$ cat config.mk
export PLATFORM = sky130hd
export DESIGN_NAME = bus_grant_hs
export DESIGN_NICKNAME = d
export VERILOG_FILES = /design/src/rtl/bgh_pkg.sv /design/src/rtl/bgh_req_track.sv /design/src/rtl/bgh_grant_timer.sv /design/src/rtl/bus_grant_hs.sv
export SDC_FILE = /design/constraint.sdc
export NUM_CORES = 1
export LEC_CHECK = 0
export BUFFER_PORTS_ARGS = -buffer_cell sky130_fd_sc_hd__buf_4
export CAP_MARGIN = 10
export CORE_AREA = 5 5 42 44
export CTS_CLUSTER_DIAMETER = 40
export DETAILED_ROUTE_END_ITERATION = 10
export DIE_AREA = 0 0 47 49
export PLACE_DENSITY_LB_ADDON = 0.12
export SLEW_MARGIN = 20
export SYNTH_ARGS = -nofsm -noshare
export SYNTH_HDL_FRONTEND = slang
export SYNTH_SLANG_ARGS = --single-unit
$ cat constraint.sdc
create_clock -name clk -period 1.2 [get_ports clk]
set_input_delay 0.06 -clock clk [delete_from_list [all_inputs] [get_ports clk]]
set_output_delay 0.06 -clock clk [all_outputs]
set_load 0.03 [all_outputs]
$ cat src/rtl/bgh_pkg.sv
package bgh_pkg;

  // Grant hold length in cycles: one on a row hit, setting+1 on a row miss.
  function automatic int unsigned hold_len(input logic miss, input int unsigned setting);
    return miss ? setting + 1 : 1;
  endfunction

  // Width needed to count up to 2**cfg_w cycles.
  function automatic int unsigned cnt_width(input int unsigned cfg_w);
    return cfg_w + 1;
  endfunction

endpackage

$ cat src/rtl/bgh_req_track.sv
module bgh_req_track (
  input  logic clk,
  input  logic rst,
  input  logic req_i,
  input  logic drop_i,
  output logic pend_o,
  output logic accept_o,
  output logic overlap_o,
  output logic err_o
);

  logic pend_q;
  logic err_q;
  logic pend_d;
  logic err_d;

  // A strobe counts only when no row-miss grant is being held.
  assign accept_o  = req_i && !drop_i;
  // A counted strobe while one is already waiting breaks the protocol.
  assign overlap_o = accept_o && pend_q;
  assign pend_d    = accept_o && !pend_q;
  assign err_d     = err_q || overlap_o;

  always_ff @(posedge clk) begin
    if (rst) begin
      pend_q <= 1'b0;
      err_q  <= 1'b0;
    end else begin
      pend_q <= pend_d;
      err_q  <= err_d;
    end
  end

  assign pend_o = pend_q;
  assign err_o  = err_q;


  overlap_sets_err_chk: assert property (@(posedge clk) disable iff (rst)
    overlap_o |=> err_o);


  err_sticky_chk: assert property (@(posedge clk) disable iff (rst)
    err_o |=> err_o);


  overlap_no_queue_chk: assert property (@(posedge clk) disable iff (rst)
    (req_i && pend_o) |=> !pend_o);


  drop_no_pend_chk: assert property (@(posedge clk) disable iff (rst)
    (req_i && drop_i) |=> !pend_o);

endmodule

$ cat src/rtl/bgh_grant_timer.sv
module bgh_grant_timer #(
  parameter int unsigned CFG_W = 3
) (
  input  logic             clk,
  input  logic             rst,
  input  logic             load_i,
  input  logic             miss_i,
  input  logic [CFG_W-1:0] cfg_i,
  output logic             grant_o,
  output logic             long_busy_o
);

  import bgh_pkg::*;

  localparam int unsigned CNT_W = cnt_width(CFG_W);
  localparam int unsigned MAX_H = 1 << CFG_W;

  logic [CNT_W-1:0] cnt_q;
  logic [CNT_W-1:0] cnt_d;
  logic [CNT_W-1:0] load_val;
  logic             long_q;
  logic             long_d;

  assign load_val = CNT_W'(hold_len(miss_i, int'(cfg_i)));

  always_comb begin
    cnt_d  = cnt_q;
    long_d = long_q;
    if (load_i) begin
      cnt_d  = load_val;
      long_d = miss_i;
    end else if (cnt_q != '0) begin
      cnt_d  = cnt_q - 1'b1;
      if (cnt_q == CNT_W'(1)) long_d = 1'b0;
    end
  end

  always_ff @(posedge clk) begin
    if (rst) begin
      cnt_q  <= '0;
      long_q <= 1'b0;
    end else begin
      cnt_q  <= cnt_d;
      long_q <= long_d;
    end
  end

  assign grant_o     = (cnt_q != '0);
  assign long_busy_o = long_q && grant_o;


  hit_one_cycle_chk: assert property (@(posedge clk) disable iff (rst)
    (load_i && !miss_i) |=> (cnt_q == CNT_W'(1) && !long_q));


  miss_hold_len_chk: assert property (@(posedge clk) disable iff (rst)
    (load_i && miss_i) |=> (cnt_q == CNT_W'($past(cfg_i)) + CNT_W'(1)));


  cnt_bound_chk: assert property (@(posedge clk) disable iff (rst)
    cnt_q <= CNT_W'(MAX_H));

endmodule

$ cat src/rtl/bus_grant_hs.sv
module bus_grant_hs #(
  parameter int unsigned CFG_W = 3
) (
  input  logic             clk,
  input  logic             rst,
  input  logic             bus_req_i,
  input  logic             row_miss_i,
  input  logic [CFG_W-1:0] prech_cfg_i,
  output logic             bus_avail_o,
  output logic             proto_err_o
);

  logic req_pend;
  logic req_accept;
  logic req_overlap;
  logic grant_long;
  logic grant_on;

  bgh_req_track u_track (
    .clk       (clk),
    .rst       (rst),
    .req_i     (bus_req_i),
    .drop_i    (grant_long),
    .pend_o    (req_pend),
    .accept_o  (req_accept),
    .overlap_o (req_overlap),
    .err_o     (proto_err_o)
  );

  bgh_grant_timer #(.CFG_W(CFG_W)) u_timer (
    .clk         (clk),
    .rst         (rst),
    .load_i      (req_pend),
    .miss_i      (row_miss_i),
    .cfg_i       (prech_cfg_i),
    .grant_o     (grant_on),
    .long_busy_o (grant_long)
  );

  assign bus_avail_o = grant_on;


  pend_to_grant_chk: assert property (@(posedge clk) disable iff (rst)
    req_pend |=> bus_avail_o);


  accept_then_pend_chk: assert property (@(posedge clk) disable iff (rst)
    (req_accept && !req_overlap) |=> req_pend);


  no_pend_in_long_chk: assert property (@(posedge clk) disable iff (rst)
    grant_long |-> !req_pend);

endmodule

==> results of run 1 <==
==> area by class of cell <==
| class | count | area (um2) | area share |
|---|---|---|---|
| clock buffers | 4 | 26.3 | 0.0429 |
| inverters | 7 | 28.8 | 0.0469 |
| multi-input cells | 30 | 249 | 0.406 |
| flip-flops and latches | 7 | 143 | 0.233 |
| repair buffers | 18 | 146 | 0.239 |
| well taps | 16 | 20.0 | 0.0327 |
==> layout by cell type, fill, tap and decap left out, types with 2 or more instances in the layout <==
master and count:
nand2_1 3, inv_2 3, nor3_2 2, buf_4 15, clkbuf_4 3, dfxtp_2 2
nor2_1 2, dfxtp_1 5, buf_6 3, a21oi_1 5, inv_1 3
==> synthesized netlist by cell type <==
| cell | number | area, um2 |
|---|---|---|
| o21a_1 | 1 | 7.51 |
| nor2_1 | 2 | 7.51 |
| o211ai_1 | 1 | 7.51 |
| a311o_1 | 1 | 10.0 |
| inv_1 | 6 | 22.5 |
| o2bb2ai_1 | 1 | 8.76 |
| xor2_1 | 1 | 8.76 |
| a221oi_1 | 1 | 8.76 |
| nor4_1 | 1 | 6.26 |
| a21oi_1 | 5 | 25.0 |
| buf_2 | 1 | 5.00 |
| inv_2 | 1 | 3.75 |
| dfxtp_1 | 7 | 140 |
| mux2_2 | 1 | 11.3 |
| nand3_1 | 1 | 5.00 |
| nand2b_1 | 1 | 6.26 |
| mux2i_1 | 1 | 10.0 |
| nor3b_4 | 1 | 18.8 |
| nor3_1 | 3 | 15.0 |
| ha_1 | 3 | 37.5 |
| nand2_1 | 3 | 11.3 |
| and3_1 | 1 | 6.26 |
| nand4_1 | 1 | 6.26 |
==> routing by layer <==
layer / wire length (um) / global-route usage / share of wire
met2: 470 / 0.158 / 0.50
met5: 0 / 0 / 0
met3: 48 / 0.0258 / 0.051
met1: 413 / 0.112 / 0.44
met4: 14 / 0.0276 / 0.015
==> critical path, stage by stage, from the launching register on <==
cell and delay [ps]:
dfxtp_2 320, inv_2 80, ha_4 130, nor3b_4 240, inv_4 70, buf_6 140
==> repair_timing <==
action / 4_1_cts / 5_1_grt
pin swaps: 5 / 1
endpoints found under the setup margin: 3 / 7
hold buffers: 0 / 0
gates cloned: 0 / 0
resized for setup: 5 / 4
buffers inserted: 6 / 1
==> sequential cells by signal (all words and copies together), names as in the netlist <==
register and count:
u_track.err_o 1, u_timer.long_q 1, u_timer.cnt_q 4, u_track.pend_o 1
==> cells by family after synthesis <==
kind of cell	after synthesis	synth area share
AND/OR/NAND/NOR	14	0.212
AO/OA/AOI/OAI	10	0.174
buffers and inverters	8	0.0804
flip-flops	7	0.360
adder cells (fa/ha/maj)	3	0.0965
multiplexers	2	0.0547
XOR/XNOR	1	0.0225
==> through the flow <==
step	hold slack [ps]	total power [W]
finish	33.8	0.00142
global route	34.1	0.00151
CTS	21.7	0.00135
detailed placement	294	0.000939
global placement	294	0.000944
floorplan	129	0.000759
==> power groups by stage <==
stage,logic (W),registers [W],clock network [W]
final,0.000858,0.000342,0.000218
after detailed placement,0.000592,0.000346,0
after global routing,0.000927,0.000349,0.000236
after global placement,0.000595,0.000349,0
after floorplan,0.000415,0.000343,0
after CTS,0.000782,0.000341,0.000226
==> path summary, 6_finish.rpt <==
check / start / endpoint / slack (ps) / depth (start not counted)
worst max-delay path: u_timer.cnt_q[1] / bus_avail_o / -80 / 5
worst min-delay path: rst / u_track.err_o / 30 / 2
worst max register to register: u_timer.cnt_q[1] / u_timer.cnt_q[3] / -50 / 4
worst min register to register: u_timer.long_q / u_track.pend_o / 440 / 1
==> results.md, run 1 <==
- HP Class: in2reg
- Share of layout cells above drive strength 1: 0.515
- Max-Cap Viols: 0
- Worst Setup End Kind: output pin
- CP Launch Type: flip-flop
- Synth Warn #: 0
- Sw Share: 0.362
- Final Non-Filler Cells: 82
- Post-Syn Nets: 55
- DR WL/cell: 11.5 um
- Fin. max-slew vios: 0
- Setup Skew: 3.49 ps
- P_sw: 0.000513 W
- Vias in the first global route: 413
- Maximum clock rate: 780 MHz
- Antenna violations before repair: 0
- Total global-route track usage: 0.0943
- Area after DPL: 503 um2
- 1st-iter DRT viols: 4
- H-tree levels: 1
- Setup-failing EPs final: 5
- Drt drc: 0
- Core ar.: 1400 um2
- Rel. slew slack: 0.743
- Crit Path Class: reg2out
- Post-layout util: 0.438
- Comb power frac: 0.605
- Sequential Power Share: 0.241
- DR vias/cell: 4.78
- Crit path max fanout: 4
- GR Overflow Total: 0
- Fin nets: 77
- Status: finished, violations left
- Area Overhead vs Synth: 57.6%
- Die Span X: 47 um
- Buffers on Ports: 8
- Avg Cell Area, Syn: 8.65 um2
- Worst slack, placed: -35.6 ps
- PnR worst setup slack: -82.8 ps
- Skew-Pair Late Insertion Delay: 250 ps
- Drt pass-1 iters: 2
- Period utilization: 1.07
- Largest net degree at the start of global routing: 12
- Vias: 392
- Yosys reg bits: 7
- Diodes inserted: 0
- Post-DRT Antenna Nets: 0
- Int Pwr: 0.000904 W
- RSZ-0062 raised after global routing: yes
- Row count: 14
- CTS tree: built
- Failing checks: negative setup slack
- Peak supply drop: 0.000928 V
- Setup TNS: -190 ps
- Fill count: 157
- PD cells: 2310 nW/um2
- Sequential area share after synthesis: 0.360
- Placer's final routability congestion estimate: 0.736
- Cell area after layout: 613 um2
- Fin. Hold Viols: 0
- CTS sink cnt: 7
- Dpl cells: 71
- Clock slew at the register clock pins of the worst setup and hold paths: 60 ps
- Clk buf depth: 2
- CTS root buf: clkbuf_4
- First-pass GRT wire length: 1.61 mm
- Die H: 49 um
- Fin crit period: 1280 ps
- Synth Cell Area: 389 um2
- Starting Density: 0.278
- Worst-Margin Slew: 385 ps
- Lkg Pwr: 0.268 nW
- DIE AREA: 2300 um2
- Clk pwr share: 0.153
- Final WL: 947 um
- Req. time, crit path: 1140 ps
- IO Count: 9
- Yosys cell types: 23
- WP data arrival: 1220 ps
- Hpwl dp: 678 um
- Num CTS Buffers: 3
- Mapped Cells: 45
Note: power is estimated with default switching activity, not from simulation.
==> inputs of run 2 (changes only) <==
Settings changed: ABC_AREA set to 0, SYNTH_HIERARCHICAL set to 1.
==> results.md, run 2 <==
- Status: finished, violations left
- Failing checks: negative setup slack
- Top-count cell post-synth: dfxtp_1
- Commonest cells after routing, fill and taps aside: buf_4, dfxtp_1, clkbuf_4, nor2_1
- Crit path buf inv count: 3
- Placer's final routability congestion estimate: 0.764
- Largest Register: u_timer/cnt_q
- Main combinational cell family by area after synthesis: simple AND/OR/NAND/NOR gates
- Reg-to-reg slack, setup: -230 ps
- Vias in the first global route: 422
- Post-DRT Antenna Nets: 0
- Cell area after layout: 626 um2
- CTS sink cnt: 7
- First-pass GRT wire length: 1.55 mm
- EDFF count, synth: 0
- Max-Cap Viols: 0
- Setup-failing EPs final: 8
- Die Span X: 47 um
- Clock slew at the register clock pins of the worst setup and hold paths: 60 ps
- Fin. Hold Viols: 0
- Buffers on Ports: 8
- Peak supply drop: 0.00146 V
- Worst Setup End Kind: output pin
- DR vias/cell: 4.84
- Total global-route track usage: 0.0930
- Hold buffer count at cts: 0
- Avg Cell Area, Syn: 9.71 um2
- Dpl cells: 71
- Fin crit period: 1470 ps
- Ys flop type: dfxtp_1
- Yosys cell types: 29
- Worst-Margin Slew: 325 ps
- Most frequent cell on the critical path: buf_6
- Reg2Reg Depth: 6
- PD cells: 2310 nW/um2
- CP cell instances: inv_2 > ha_4 > or3b_4 > buf_6 > buf_6
- Crit Path Class: reg2out
- Yosys reg bits: 7
- Maximum clock rate: 679 MHz
- Setup Skew: 9.33 ps
- Adder-Cell Fraction of Synth Area: 0.0920
- Skew-Pair Late Insertion Delay: 250 ps
- Post-layout util: 0.446
- RSZ-0062 raised after global routing: yes
- Multiplexer share of the synthesized area: 0.0276
- Synth Cell Area: 408 um2
- CP Launch Type: flip-flop
- Mapped Cells: 42
- Tot Pwr: 0.00145 W
- CTS tree: built
- Post-synthesis xor/xnor area fraction: 0.0429
- Simple-gate portion of the synthesized area: 0.276
- PnR worst setup slack: -272 ps
- DR WL/cell: 11.4 um
- IO Count: 9
- Final Non-Filler Cells: 77
- Fin nets: 72
- Worst path depth: 5
- Final WL: 878 um
- Req. time, crit path: 1140 ps
- H-tree levels: 1
- Share of flip-flops with an asynchronous set or reset: 0
- Starting Density: 0.291
- Sequential area share after synthesis: 0.344
- Period utilization: 1.23
- Hold Crit Depth: 2
- Antenna violations before repair: 0
- Slowest cell on crit path: or3b_4
- Area after DPL: 544 um2
- Die H: 49 um
- CP max stage delay: 370 ps
- WP data arrival: 1410 ps
- Rel. slew slack: 0.783
- Synth Area in Compound Gates: 0.172
- Synth area leaders: dfxtp_1, ha_1, nand3b_1
- Drt drc: 0
- Share of layout cells above drive strength 1: 0.607
- Largest delay contributor family on the critical path: simple AND/OR/NAND/NOR gates
- CTS root buf: clkbuf_4
- Drt pass-1 iters: 4
- Largest net degree at the start of global routing: 10
- Diodes inserted: 0
- Vias: 373
- Lkg Pwr: 0.274 nW
- Synth Warn #: 6
- DIE AREA: 2300 um2
- Core ar.: 1400 um2
- Row count: 14
- Post-Syn Nets: 52
- Clk buf depth: 2
- Crit path max fanout: 4
- Fin. max-slew vios: 0
- 1st-iter DRT viols: 2
- GR Overflow Total: 0
- Synth top area share: 0.344
- Area Overhead vs Synth: 53.4%
- Commonest non-fill, non-tap cell in the layout: buf_4
- HP Class: in2reg
- Synth top cells by count: dfxtp_1, ha_1, nor2_1
- Max reg flops: 4
- Num CTS Buffers: 3
- Top cell type by total area after synthesis: dfxtp_1
-- run 2: cell types whose count changed after synthesis, sizes merged, moves of 2 or more --
cell | before | now
nand2 | 3 | 1
and2 | 0 | 2
inv | 7 | 2
nand3b | 0 | 2
a21oi | 5 | 2
nor3 | 3 | 1
-- run 2: kinds of logic (layout without fill, tap and decap cells) --
logic type | Yosys count | in the layout
flip-flops | 7 | 7
XOR/XNOR | 2 | 2
adder cells (fa/ha/maj) | 3 | 3
AND/OR/NAND/NOR | 17 | 17
buffers and inverters | 3 | 22
multiplexers | 1 | 1
AO/OA/AOI/OAI | 9 | 9
-- run 2: cell type report --
class	instances	area, um2
Clock buffer	4	26.3
Fill cell	153	776
Inverter	2	7.51
Multi-Input combinational cell	32	302
Sequential cell	7	143
Tap cell	16	20.0
Timing Repair Buffer	16	128
-- run 2: per-stage QoR --
stage	TNS [ps]	setup slack (ps)	hold slack, ps
2_1_floorplan	-1050	-320	129
3_3_place_gp	-1090	-221	278
3_5_place_dp	-1160	-243	283
4_1_cts	-1540	-284	8.27
5_1_grt	-1800	-324	5.63
6_report	-1420	-272	12.0
-- run 2: routing by layer --
metal	wire (um)	global-route usage	part of all wire	up-vias
met2	437	0.152	0.50	8
met5	0	0	0	-
met3	58	0.0480	0.066	0
met1	382	0.0945	0.44	178
met4	0	0.0415	0	0
li1	-	-	-	187
-- run 2: worst reg2reg max path: stages (launching register included) --
cell     delay (ps)
dfxtp_2         320
inv_2            70
ha_4            130
or3b_4          370
and2_4          140
and3b_2         220
o21ba_2         110
-- run 2: what timing repair did --
action	in CTS	in global routing
gates resized for setup	8	2
pin swaps	5	4
endpoints found under the setup margin	7	8
buffers inserted	3	0
-- run 2: worst paths after layout --
| check | start | end |
|---|---|---|
| max | u_timer/cnt_q[1] | bus_avail_o |
| min | rst | u_timer/cnt_q[2] |
| max reg2reg | u_timer/cnt_q[1] | u_track/err_o |
| min reg2reg | u_track/err_o | u_track/err_o |
-- run 2: where the power goes --
part           switching [W]  internal (W)
Sequential         0.0000576      0.000293
Clock              0.0000886      0.000127
Combinational       0.000333      0.000546
Total               0.000479      0.000967
==> inputs of run 3 (changes only) <==
Settings changed: PLACE_DENSITY_LB_ADDON 0.12 to 0.08, RECOVER_POWER set to 25.
==> results.md, run 3 (synthesis results as in run 2) <==
- Status: finished, violations left
- Failing checks: negative setup slack
- First-pass GRT wire length: 1.60 mm
- Fin. max-slew vios: 0
- Die Span X: 47 um
- Hpwl dp: 685 um
- Vias: 371
- Antenna violations before repair: 0
- Max reg flops: 4
- Max-Cap Viols: 0
- Cell area after layout: 622 um2
- IO Count: 9
- Fill count: 147
- Register area: 143 um2
- H-tree levels: 1
- Vias in the first global route: 399
- Fin crit period: 1480 ps
- Clock slew at the register clock pins of the worst setup and hold paths: 50 ps
- Setup TNS: -1570 ps
- Largest Register: u_timer/cnt_q
- CTS sink cnt: 7
- Skew-Pair Late Insertion Delay: 250 ps
- Commonest non-fill, non-tap cell in the layout: buf_4
- PD cells: 2350 nW/um2
- Period utilization: 1.23
- Post-layout util: 0.444
- Crit Path Class: reg2out
- Buffers on Ports: 8
- DIE AREA: 2300 um2
- Commonest cells after routing, fill and taps aside: buf_4, dfxtp_1, clkbuf_4, nor2_1
- Placer's final routability congestion estimate: 0.695
- Worst-Margin Slew: 368 ps
- Share of layout cells above drive strength 1: 0.581
- Hold Slack: 20.3 ps
- Peak supply drop: 0.00131 V
- Rel. slew slack: 0.756
- Die H: 49 um
- Tot Pwr: 0.00146 W
- Final WL: 945 um
- Area after DPL: 552 um2
- CTS tree: built
- Fin. Hold Viols: 0
- Diodes inserted: 0
- CP Launch Type: flip-flop
- WP data arrival: 1420 ps
- Row count: 14
- Area occupied by multi-input gates: 294 um2
- Setup Skew: 0.853 ps
- Num CTS Buffers: 3
- CTS root buf: clkbuf_4
- Worst Setup End Kind: output pin
- Setup-failing EPs final: 7
- Total global-route track usage: 0.101
- Area Overhead vs Synth: 52.5%
- Drt pass-1 iters: 4
- 1st-iter DRT viols: 5
- Fin nets: 73
- Hold buffer count at cts: 0
- DR vias/cell: 4.76
- Core ar.: 1400 um2
- Clk buf depth: 2
- Largest net degree at the start of global routing: 10
- Post-DRT Antenna Nets: 0
- Req. time, crit path: 1140 ps
- PnR worst setup slack: -280 ps
- Crit path max fanout: 4
- GR Overflow Total: 0
- RSZ-0062 raised after global routing: yes
- HP Class: in2reg
- Drt drc: 0
- Lkg Pwr: 0.271 nW
- Starting Density: 0.291
- Maximum clock rate: 676 MHz
- DR WL/cell: 12.1 um
==> run 3: cell count changes in the layout (fill, tap and decap cells not counted) <==
cell      delta
a21oi_1      +1
a21oi_2      -1
clkbuf_1     +1
nand2b_1     +1
nand2b_4     -1
o21ai_1      -1
o21ai_2      +1
==> run 3: worst max-delay path, stage by stage, from the launching register on <==
cell and delay [ps]:
dfxtp_2 320, inv_2 80, ha_4 130, or3b_4 380
buf_6 140, buf_6 130
==> run 3: timing repair <==
item | CTS | global route
pin swaps | 4 | 5
gates resized for setup | 8 | 1
setup buffers | 2 | 1
setup endpoints to repair | 7 | 8
gates cloned | 0 | 0
==> run 3: stage by stage <==
| step | worst slack, ps | instances |
|---|---|---|
| final | -280 | 78 |
| after floorplan | -320 | 42 |
| after detailed placement | -279 | 72 |
| after global placement | -277 | 72 |
| after global routing | -342 | 78 |
| after CTS | -293 | 78 |
==> run 3: cell type report <==
type	count	share of cell area
repair buffers	17	0.211
well taps	16	0.0322
flip-flops and latches	7	0.229
multi-input cells	32	0.473
inverters	2	0.0121
clock buffers	4	0.0423
==> run 3: routing by layer <==
| layer | global-route usage | vias to the layer above | share of wire |
|---|---|---|---|
| li1 | - | 190 | - |
| met1 | 0.104 | 165 | 0.41 |
| met4 | 0.0829 | 0 | 0.041 |
| met5 | 0 | - | 0 |
| met3 | 0.0332 | 4 | 0.063 |
| met2 | 0.156 | 12 | 0.49 |
==> run 3: where the power goes <==
part	switching (W)	internal, W
combinational	0.000360	0.000540
sequential	0.0000457	0.000293
clock	0.0000933	0.000127
total	0.000499	0.000960
==> run 3: final timing paths <==
| kind | startpoint | endpoint | slack [ps] | cells past startpoint |
|---|---|---|---|---|
| max reg2reg | u_timer/cnt_q[0] | u_track/pend_o | -270 | 6 |
| min | rst | u_timer/long_q | 20 | 2 |
| min reg2reg | u_timer/long_q | u_timer/long_q | 480 | 2 |
| max | u_timer/cnt_q[0] | bus_avail_o | -280 | 5 |
